==> config.mk <==
export PLATFORM = sky130hd
export DESIGN_NAME = row_narrow_unit
export DESIGN_NICKNAME = d
export VERILOG_FILES = /design/src/rtl/rnc_pkg.sv /design/src/rtl/rnc_ctrl.sv /design/src/rtl/rnc_lane.sv /design/src/rtl/row_narrow_unit.sv
export SDC_FILE = /design/constraint.sdc
export NUM_CORES = 2
export LEC_CHECK = 0
export BUFFER_PORTS_ARGS = -buffer_cell sky130_fd_sc_hd__buf_2
export CELL_PAD_IN_SITES_DETAIL_PLACEMENT = 0
export CELL_PAD_IN_SITES_GLOBAL_PLACEMENT = 1
export CORE_AREA = 8 8 415 417
export DETAILED_ROUTE_END_ITERATION = 10
export DIE_AREA = 0 0 423 425
export PLACE_DENSITY_LB_ADDON = 0.05
export SYNTH_ARGS = -nofsm -noshare
export SYNTH_HDL_FRONTEND = slang
export SYNTH_SLANG_ARGS = --single-unit
==> constraint.sdc <==
create_clock -name clk -period 7.7 [get_ports clk]
set_input_delay 0.77 -clock clk [delete_from_list [all_inputs] [get_ports clk]]
set_output_delay 0.77 -clock clk [all_outputs]
set_load 0.03 [all_outputs]
==> src/rtl/rnc_pkg.sv <==
package rnc_pkg;

    localparam int LANES    = 16;
    localparam int LANE_SH  = $clog2(LANES);
    localparam int OUT_BITS = LANES * 32;

    typedef enum logic { FMT_BF16 = 1'b0, FMT_FP16 = 1'b1 } fmt_e;

    typedef enum logic [1:0] {
        ST_IDLE = 2'd0,
        ST_READ = 2'd1,
        ST_CONV = 2'd2,
        ST_DONE = 2'd3
    } st_e;

    // fp32 -> bfloat16, nearest-even; NaNs forced quiet
    function automatic logic [15:0] f32_to_bf16(input logic [31:0] f);
        logic [31:0] sum;
        logic [15:0] r;
        if (f[30:23] == 8'hFF && f[22:0] != 23'd0) begin
            r = {f[31], 8'hFF, 1'b1, f[21:16]};
        end else begin
            sum = f + 32'h0000_7FFF + {31'd0, f[16]};
            r   = sum[31:16];
        end
        return r;
    endfunction

    // fp32 -> IEEE half, nearest-even with subnormal output
    function automatic logic [15:0] f32_to_fp16(input logic [31:0] f);
        logic        s;
        logic [7:0]  e;
        logic [22:0] m;
        logic [15:0] r;
        logic [14:0] mag;
        logic [49:0] shv;
        logic [4:0]  amt;
        logic [10:0] q;
        logic        g;
        logic        st;
        s = f[31];
        e = f[30:23];
        m = f[22:0];
        r = {s, 15'd0};
        if (e == 8'hFF) begin
            r = (m != 23'd0) ? {s, 5'h1F, 1'b1, m[21:13]} : {s, 5'h1F, 10'd0};
        end else if (e >= 8'd143) begin
            r = {s, 5'h1F, 10'd0};
        end else if (e >= 8'd113) begin
            g   = m[12];
            st  = |m[11:0];
            mag = {5'(e - 8'd112), m[22:13]};
            mag = mag + {14'd0, g & (st | m[13])};
            r   = {s, mag};
        end else if (e >= 8'd101) begin
            amt = 5'(8'd126 - e);
            shv = {1'b1, m, 26'd0} >> amt;
            q   = shv[36:26];
            g   = shv[25];
            st  = |shv[24:0];
            q   = q + {10'd0, g & (st | q[0])};
            r   = {s, 4'd0, q};
        end
        return r;
    endfunction

endpackage

==> src/rtl/rnc_ctrl.sv <==
module rnc_ctrl
    import rnc_pkg::*;
#(
    parameter int ROW_W = 4,
    parameter int CB_W  = 7
) (
    input  logic             clk,
    input  logic             rst,
    input  logic             req_valid,
    output logic             req_ready,
    input  logic [31:0]      req_sel,
    input  logic             req_fmt,
    input  logic             req_hi,
    input  logic [CB_W-1:0]  req_colsb,
    output logic             rd_en,
    output logic [ROW_W-1:0] rd_row,
    output logic             cap_en,
    output logic             res_valid,
    input  logic             res_ready,
    output logic [15:0]      chunk_q,
    output fmt_e             fmt_q,
    output logic             hi_q,
    output logic [CB_W-1:0]  colsb_q
);

    st_e              state;
    logic [ROW_W-1:0] row_q;
    logic             accept;
    logic             unused_sel;

    assign unused_sel = ^req_sel[15:ROW_W];
    assign accept     = req_valid && req_ready;

    always_ff @(posedge clk) begin
        if (rst) begin
            state   <= ST_IDLE;
            row_q   <= '0;
            chunk_q <= '0;
            fmt_q   <= FMT_BF16;
            hi_q    <= 1'b0;
            colsb_q <= '0;
        end else begin
            case (state)
                ST_IDLE: if (accept) begin
                    state   <= ST_READ;
                    row_q   <= req_sel[ROW_W-1:0];
                    chunk_q <= req_sel[31:16];
                    fmt_q   <= fmt_e'(req_fmt);
                    hi_q    <= req_hi;
                    colsb_q <= req_colsb;
                end
                ST_READ: state <= ST_CONV;
                ST_CONV: state <= ST_DONE;
                ST_DONE: if (res_ready) state <= ST_IDLE;
                default: state <= ST_IDLE;
            endcase
        end
    end

    assign req_ready = (state == ST_IDLE);
    assign rd_en     = (state == ST_READ);
    assign rd_row    = row_q;
    assign cap_en    = (state == ST_CONV);
    assign res_valid = (state == ST_DONE);

    a_r1_read_after_accept: assert property (@(posedge clk) disable iff (rst)
        accept |=> rd_en && rd_row == $past(req_sel[ROW_W-1:0]));

    a_r13_single_read: assert property (@(posedge clk) disable iff (rst)
        rd_en |=> !rd_en);

    a_r13_busy_blocks: assert property (@(posedge clk) disable iff (rst)
        (rd_en || res_valid) |-> !req_ready);

    a_r12_fields_frozen: assert property (@(posedge clk) disable iff (rst)
        !req_ready |=> $stable(fmt_q) && $stable(hi_q) && $stable(chunk_q) && $stable(colsb_q));

endmodule

==> src/rtl/rnc_lane.sv <==
module rnc_lane
    import rnc_pkg::*;
#(
    parameter int ROW_BYTES = 64,
    parameter int CB_W      = 7,
    parameter int LANE_IDX  = 0
) (
    input  logic [ROW_BYTES*8-1:0] row_data,
    input  logic [15:0]            chunk,
    input  fmt_e                   fmt,
    input  logic                   hi,
    input  logic [CB_W-1:0]        colsb,
    output logic [31:0]            dword
);

    localparam int ELEMS  = ROW_BYTES / 4;
    localparam int ELEM_W = $clog2(ELEMS);
    localparam int IDX_W  = 16 + LANE_SH + 1;

    logic [IDX_W-1:0]  elem;
    logic [ELEM_W-1:0] eidx;
    logic [31:0]       src;
    logic [15:0]       narrow;
    logic              in_range;

    assign elem     = {1'b0, chunk, {LANE_SH{1'b0}}} + IDX_W'(LANE_IDX);
    assign eidx     = elem[ELEM_W-1:0];
    assign in_range = (elem < IDX_W'(colsb >> 2)) && (elem < IDX_W'(ELEMS));
    assign src      = row_data[32*eidx +: 32];

    always_comb begin
        if (fmt == FMT_FP16) narrow = f32_to_fp16(src);
        else                 narrow = f32_to_bf16(src);
    end

    always_comb begin
        if (!in_range) dword = 32'd0;
        else if (hi)   dword = {narrow, 16'd0};
        else           dword = {16'd0, narrow};
    end

endmodule

==> src/rtl/row_narrow_unit.sv <==
module row_narrow_unit
    import rnc_pkg::*;
#(
    parameter int ROW_BYTES = 64,
    parameter int ROWS      = 16
) (
    input  logic                         clk,
    input  logic                         rst,
    input  logic                         req_valid,
    output logic                         req_ready,
    input  logic [31:0]                  req_sel,
    input  logic                         req_fmt,
    input  logic                         req_hi,
    input  logic [$clog2(ROW_BYTES+1)-1:0] req_colsb,
    output logic                         rd_en,
    output logic [$clog2(ROWS)-1:0]      rd_row,
    input  logic [ROW_BYTES*8-1:0]       rd_data,
    output logic                         res_valid,
    input  logic                         res_ready,
    output logic [OUT_BITS-1:0]          res_data
);

    localparam int ROW_W = $clog2(ROWS);
    localparam int CB_W  = $clog2(ROW_BYTES + 1);

    logic                cap_en;
    logic [15:0]         chunk_q;
    fmt_e                fmt_q;
    logic                hi_q;
    logic [CB_W-1:0]     colsb_q;
    logic [OUT_BITS-1:0] lane_vec;
    logic [OUT_BITS-1:0] res_q;

    rnc_ctrl #(.ROW_W(ROW_W), .CB_W(CB_W)) u_ctrl (
        .clk       (clk),
        .rst       (rst),
        .req_valid (req_valid),
        .req_ready (req_ready),
        .req_sel   (req_sel),
        .req_fmt   (req_fmt),
        .req_hi    (req_hi),
        .req_colsb (req_colsb),
        .rd_en     (rd_en),
        .rd_row    (rd_row),
        .cap_en    (cap_en),
        .res_valid (res_valid),
        .res_ready (res_ready),
        .chunk_q   (chunk_q),
        .fmt_q     (fmt_q),
        .hi_q      (hi_q),
        .colsb_q   (colsb_q)
    );

    for (genvar li = 0; li < LANES; li++) begin : g_lane
        rnc_lane #(.ROW_BYTES(ROW_BYTES), .CB_W(CB_W), .LANE_IDX(li)) u_lane (
            .row_data (rd_data),
            .chunk    (chunk_q),
            .fmt      (fmt_q),
            .hi       (hi_q),
            .colsb    (colsb_q),
            .dword    (lane_vec[32*li +: 32])
        );

        a_r4_low_half_clear: assert property (@(posedge clk) disable iff (rst)
            (res_valid && hi_q) |-> res_data[32*li +: 16] == 16'd0);

        a_r5_high_half_clear: assert property (@(posedge clk) disable iff (rst)
            (res_valid && !hi_q) |-> res_data[32*li+16 +: 16] == 16'd0);
    end

    always_ff @(posedge clk) begin
        if (rst)         res_q <= '0;
        else if (cap_en) res_q <= lane_vec;
    end

    assign res_data = res_q;

    a_r13_result_held: assert property (@(posedge clk) disable iff (rst)
        (res_valid && !res_ready) |=> res_valid && $stable(res_data));

    a_r3_zero_width: assert property (@(posedge clk) disable iff (rst)
        (res_valid && colsb_q < CB_W'(4)) |-> res_data == '0);

endmodule

==> flow_metrics.py <==
metrics = {
    "routing": {
        "routedWlPerCell_um": 26.76,
        "drc": 0,
        "num_vias": 67638,
        "detail_route.vias_per_cell": 6.152,
        "ant_nets": 0,
        "drt_pass_1_iters": 6,
        "totalWireLength_mm": 294.2,
        "drt_iter0_markers": 5949,
    },
    "floorplanning": {
        "initial_utilization_pct": 37.28,
        "fp.dieH_um": 425,
        "die-area_um2": 179800,
        "placementRows": 150,
        "io-pin-count": 1076,
        "floorplan_core_area_um2": 165900,
        "die_x_um": 423,
    },
    "clocking": {
        "cts_tree": "done",
        "tritoncts_buffer_count": 72,
        "htree_num_levels": 3,
        "clock_tree.root_cell": "sky130_fd_sc_hd__clkbuf_16",
        "clk-insertion-delay-late_ns": 0.73,
        "cts_setup_buffers": 0,
        "post_cts_hold_buffer_count": 0,
        "cts.sinks": 541,
        "cts_buffer_depth": 3,
        "post_cts_resize_count": 0,
        "cts.reportedPaths.clkPinSlew_ns": 0.07,
    },
    "synthesis": {
        "postSynth.asyncResetShare_pct": 0,
        "synth_cell_type_count": 99,
        "yosys.area.top_type_share_pct": 17.51,
        "number_of_synthesized_flops_with_an_enable_pin": 0,
        "ys.flop_type": "sky130_fd_sc_hd__dfxtp_1",
        "postSynthNetCount": 8710,
        "synth.avg_cell_area_um2": 7.683,
        "synth.top_cells.by_count": "978 x sky130_fd_sc_hd__nand2_1, 755 x sky130_fd_sc_hd__nor2_1, 541 x sky130_fd_sc_hd__dfxtp_1",
        "yosys.area.top_type": "sky130_fd_sc_hd__dfxtp_1",
        "synth_seq_area_share_pct": 17.51,
        "synth-seq-cells": 541,
        "yosys_warnings": 0,
        "synthCells": 8051,
        "area_contributors_post_synth": "sky130_fd_sc_hd__dfxtp_1 18%, sky130_fd_sc_hd__mux4_2 12%, sky130_fd_sc_hd__nand2_1 5.9%, sky130_fd_sc_hd__mux2i_1 5.1%, sky130_fd_sc_hd__xnor2_1 4.6%",
        "yosys.cell_count.top_type": "sky130_fd_sc_hd__nand2_1",
        "netlist_area_um2": 61850,
    },
    "layout": {
        "drive_above_1_share_pct": 22.23,
        "signed_area_change_from_the_synthesized_netlist_to_the_final_layout_pct": 14.82,
        "nFillCells": 17376,
        "design.final.nets": 9312,
    },
    "run": {
        "max_cap_violations": 0,
    },
    "setup_path": {
        "crit_path_max_fanout": 44,
        "timing.critical_path.arrival_ns": 6.15,
        "cp-start-kind": "input port",
        "required_ns": 8.28,
        "setup.worst_path.class": "in -> reg",
        "worst_setup_path_end_kind": "flop",
    },
    "sta": {
        "worst-slew-pin-transition_ns": 1.347,
        "grt_setup_unrepaired": "no",
        "worst_slew_margin_rel_pct": 9.441,
        "setup_violations": 0,
        "worst_slack_ns": 2.131,
        "timing_max_transition_violations_final": 0,
        "timing.setup.tns_ns": 0,
        "layout_worst_path_cycle_share_pct": 72.33,
        "fmaxAchievable_mhz": 179.6,
        "layout_min_cycle_time_ns": 5.569,
        "final-hold-violation-count": 0,
        "clock_skew_ns": 0.03077,
    },
    "status": {
        "status": "finished clean",
    },
    "power": {
        "power-per-cell-area_nw_per_um2": 168.8,
        "worst_ir_drop_vdd_uv": 190.8,
        "power.leakage_nw": 27.84,
    },
    "grt": {
        "grt_pass1_vias": 63639,
        "number_of_antenna_violations_at_the_first_check_in_global_routing": 131,
        "largest_net_degree_at_the_start_of_global_routing": 175,
        "grt_pass1_wl_mm": 431.6,
        "globalRouteOverflowTotal": 0,
        "grt_util_all_layers_pct": 30.59,
    },
    "placed_design": {
        "detailed_place_hpwl_mm": 232.2,
        "pre_cts_ws_ns": 1.378,
        "gp_congestion": 0.9779,
        "buffer_ports.inserted": 1061,
    },
    "min_path": {
        "hold_path.class": "in -> reg",
    },
}
## cell usage in the layout, fill, tap and decap left out, types with 67 or more instances in the layout
cell	count
sky130_fd_sc_hd__a31oi_1	82
sky130_fd_sc_hd__o21ai_0	498
sky130_fd_sc_hd__a21oi_1	488
sky130_fd_sc_hd__a22o_1	92
sky130_fd_sc_hd__inv_1	133
sky130_fd_sc_hd__diode_2	82
sky130_fd_sc_hd__a211oi_1	67
sky130_fd_sc_hd__nand4_1	84
sky130_fd_sc_hd__nor4_1	139
sky130_fd_sc_hd__nand2b_1	80
sky130_fd_sc_hd__mux2i_1	314
sky130_fd_sc_hd__dfxtp_1	540
sky130_fd_sc_hd__and3_1	130
sky130_fd_sc_hd__xor2_1	249
sky130_fd_sc_hd__nand3_1	306
sky130_fd_sc_hd__clkbuf_16	74
sky130_fd_sc_hd__and2_1	73
sky130_fd_sc_hd__nor2b_1	71
sky130_fd_sc_hd__xnor2_1	323
sky130_fd_sc_hd__nand2_1	978
sky130_fd_sc_hd__a22oi_1	254
sky130_fd_sc_hd__nor2_1	754
sky130_fd_sc_hd__mux2_2	184
sky130_fd_sc_hd__buf_2	1060
sky130_fd_sc_hd__buf_4	139
sky130_fd_sc_hd__ha_1	102
sky130_fd_sc_hd__mux4_2	330
sky130_fd_sc_hd__nor3_1	206
## cells by family (layout without fill, tap and decap cells)
family,count (synthesis),in the layout,share of synthesized area (%)
xor gates and xnor gates,603,603,8.817
buffers and inverters,821,1479,5.595
muxes,834,834,20.60
and+or+nand+nor,3066,3066,23.44
DFF,541,541,17.51
other,0,82,0
adders and majority gates,102,102,2.063
AOI/OAI and AO/OA,2084,2084,21.97
## path summary, 6_finish.rpt
path	slack, ns	depth (start not counted)	endpoint	start
setup / recovery	2.13	18	res_data[88]	rd_data[87]
hold / removal	0.29	3	res_data[127]	rd_data[127]
setup reg to reg	3.10	12	res_data[146]	u_ctrl.state[0]
hold reg to reg	0.44	2	res_data[22]	res_data[22]
## per-layer routing
| metal | track usage [%] | vias to the layer above | routed length, µm |
|---|---|---|---|
| li1 | - | 31293 | - |
| met1 | 37.45 | 33184 | 117600 |
| met2 | 51.10 | 2578 | 140600 |
| met3 | 4.827 | 543 | 17450 |
| met4 | 17.47 | 40 | 18250 |
| met5 | 0 | - | 247 |
## report_power, final
group          internal [mW]  switching [mW]  leakage [nW]
Sequential              2.86          0.0592          4.36
Combinational           1.84            3.52          22.2
Clock                   2.22            1.49          1.25
## sequential cells by signal, indices dropped and copies added (netlist names)
register	count
u_ctrl.fmt_q	1
u_ctrl.colsb_q	5
u_ctrl.rd_row	4
u_ctrl.chunk_q	16
res_data	512
u_ctrl.hi_q	1
u_ctrl.state	2
## area by class of cell
type	count	area [µm²]	share of cell area (%)
Multi-Input combinational cell	6689	47680	67.14
Sequential cell	541	10830	15.26
Timing Repair Buffer	1204	6429	9.052
Tap cell	2204	2758	3.883
Clock buffer	87	1941	2.733
Clock inverter	43	618.1	0.8703
Inverter	145	554.3	0.7805
Antenna cell	82	205.2	0.2889
## through the flow
step,total power [mW],std cells,utilization (%),area (µm²),hold slack [ns]
2_1_floorplan,6.539,8051,-,61850,0.4434
3_3_place_gp,8.254,10782,41.14,68250,0.4312
3_5_place_dp,8.252,10782,41.14,68250,0.4343
4_1_cts,12.01,10912,42.68,70810,0.2299
5_1_grt,12.58,10974,42.77,70970,0.2796
6_report,11.99,10995,42.81,71020,0.2916
## critical path: stages
cell and delay [ns]:
sky130_fd_sc_hd__buf_2 0.74, sky130_fd_sc_hd__inv_1 0.37, sky130_fd_sc_hd__ha_1 0.78, sky130_fd_sc_hd__buf_4 0.32
sky130_fd_sc_hd__mux2_2 0.37, sky130_fd_sc_hd__a22o_1 0.26, sky130_fd_sc_hd__mux4_2 0.50, sky130_fd_sc_hd__a32oi_1 0.46
sky130_fd_sc_hd__inv_1 0.09, sky130_fd_sc_hd__ha_1 0.23, sky130_fd_sc_hd__and2_1 0.14, sky130_fd_sc_hd__a2bb2oi_1 0.17
sky130_fd_sc_hd__a211oi_1 0.12, sky130_fd_sc_hd__nand3_1 0.15, sky130_fd_sc_hd__xnor2_1 0.12, sky130_fd_sc_hd__nor2_1 0.05
sky130_fd_sc_hd__o21ai_0 0.34, sky130_fd_sc_hd__o21ai_0 0.13
Note: power is estimated with default switching activity, not from simulation.
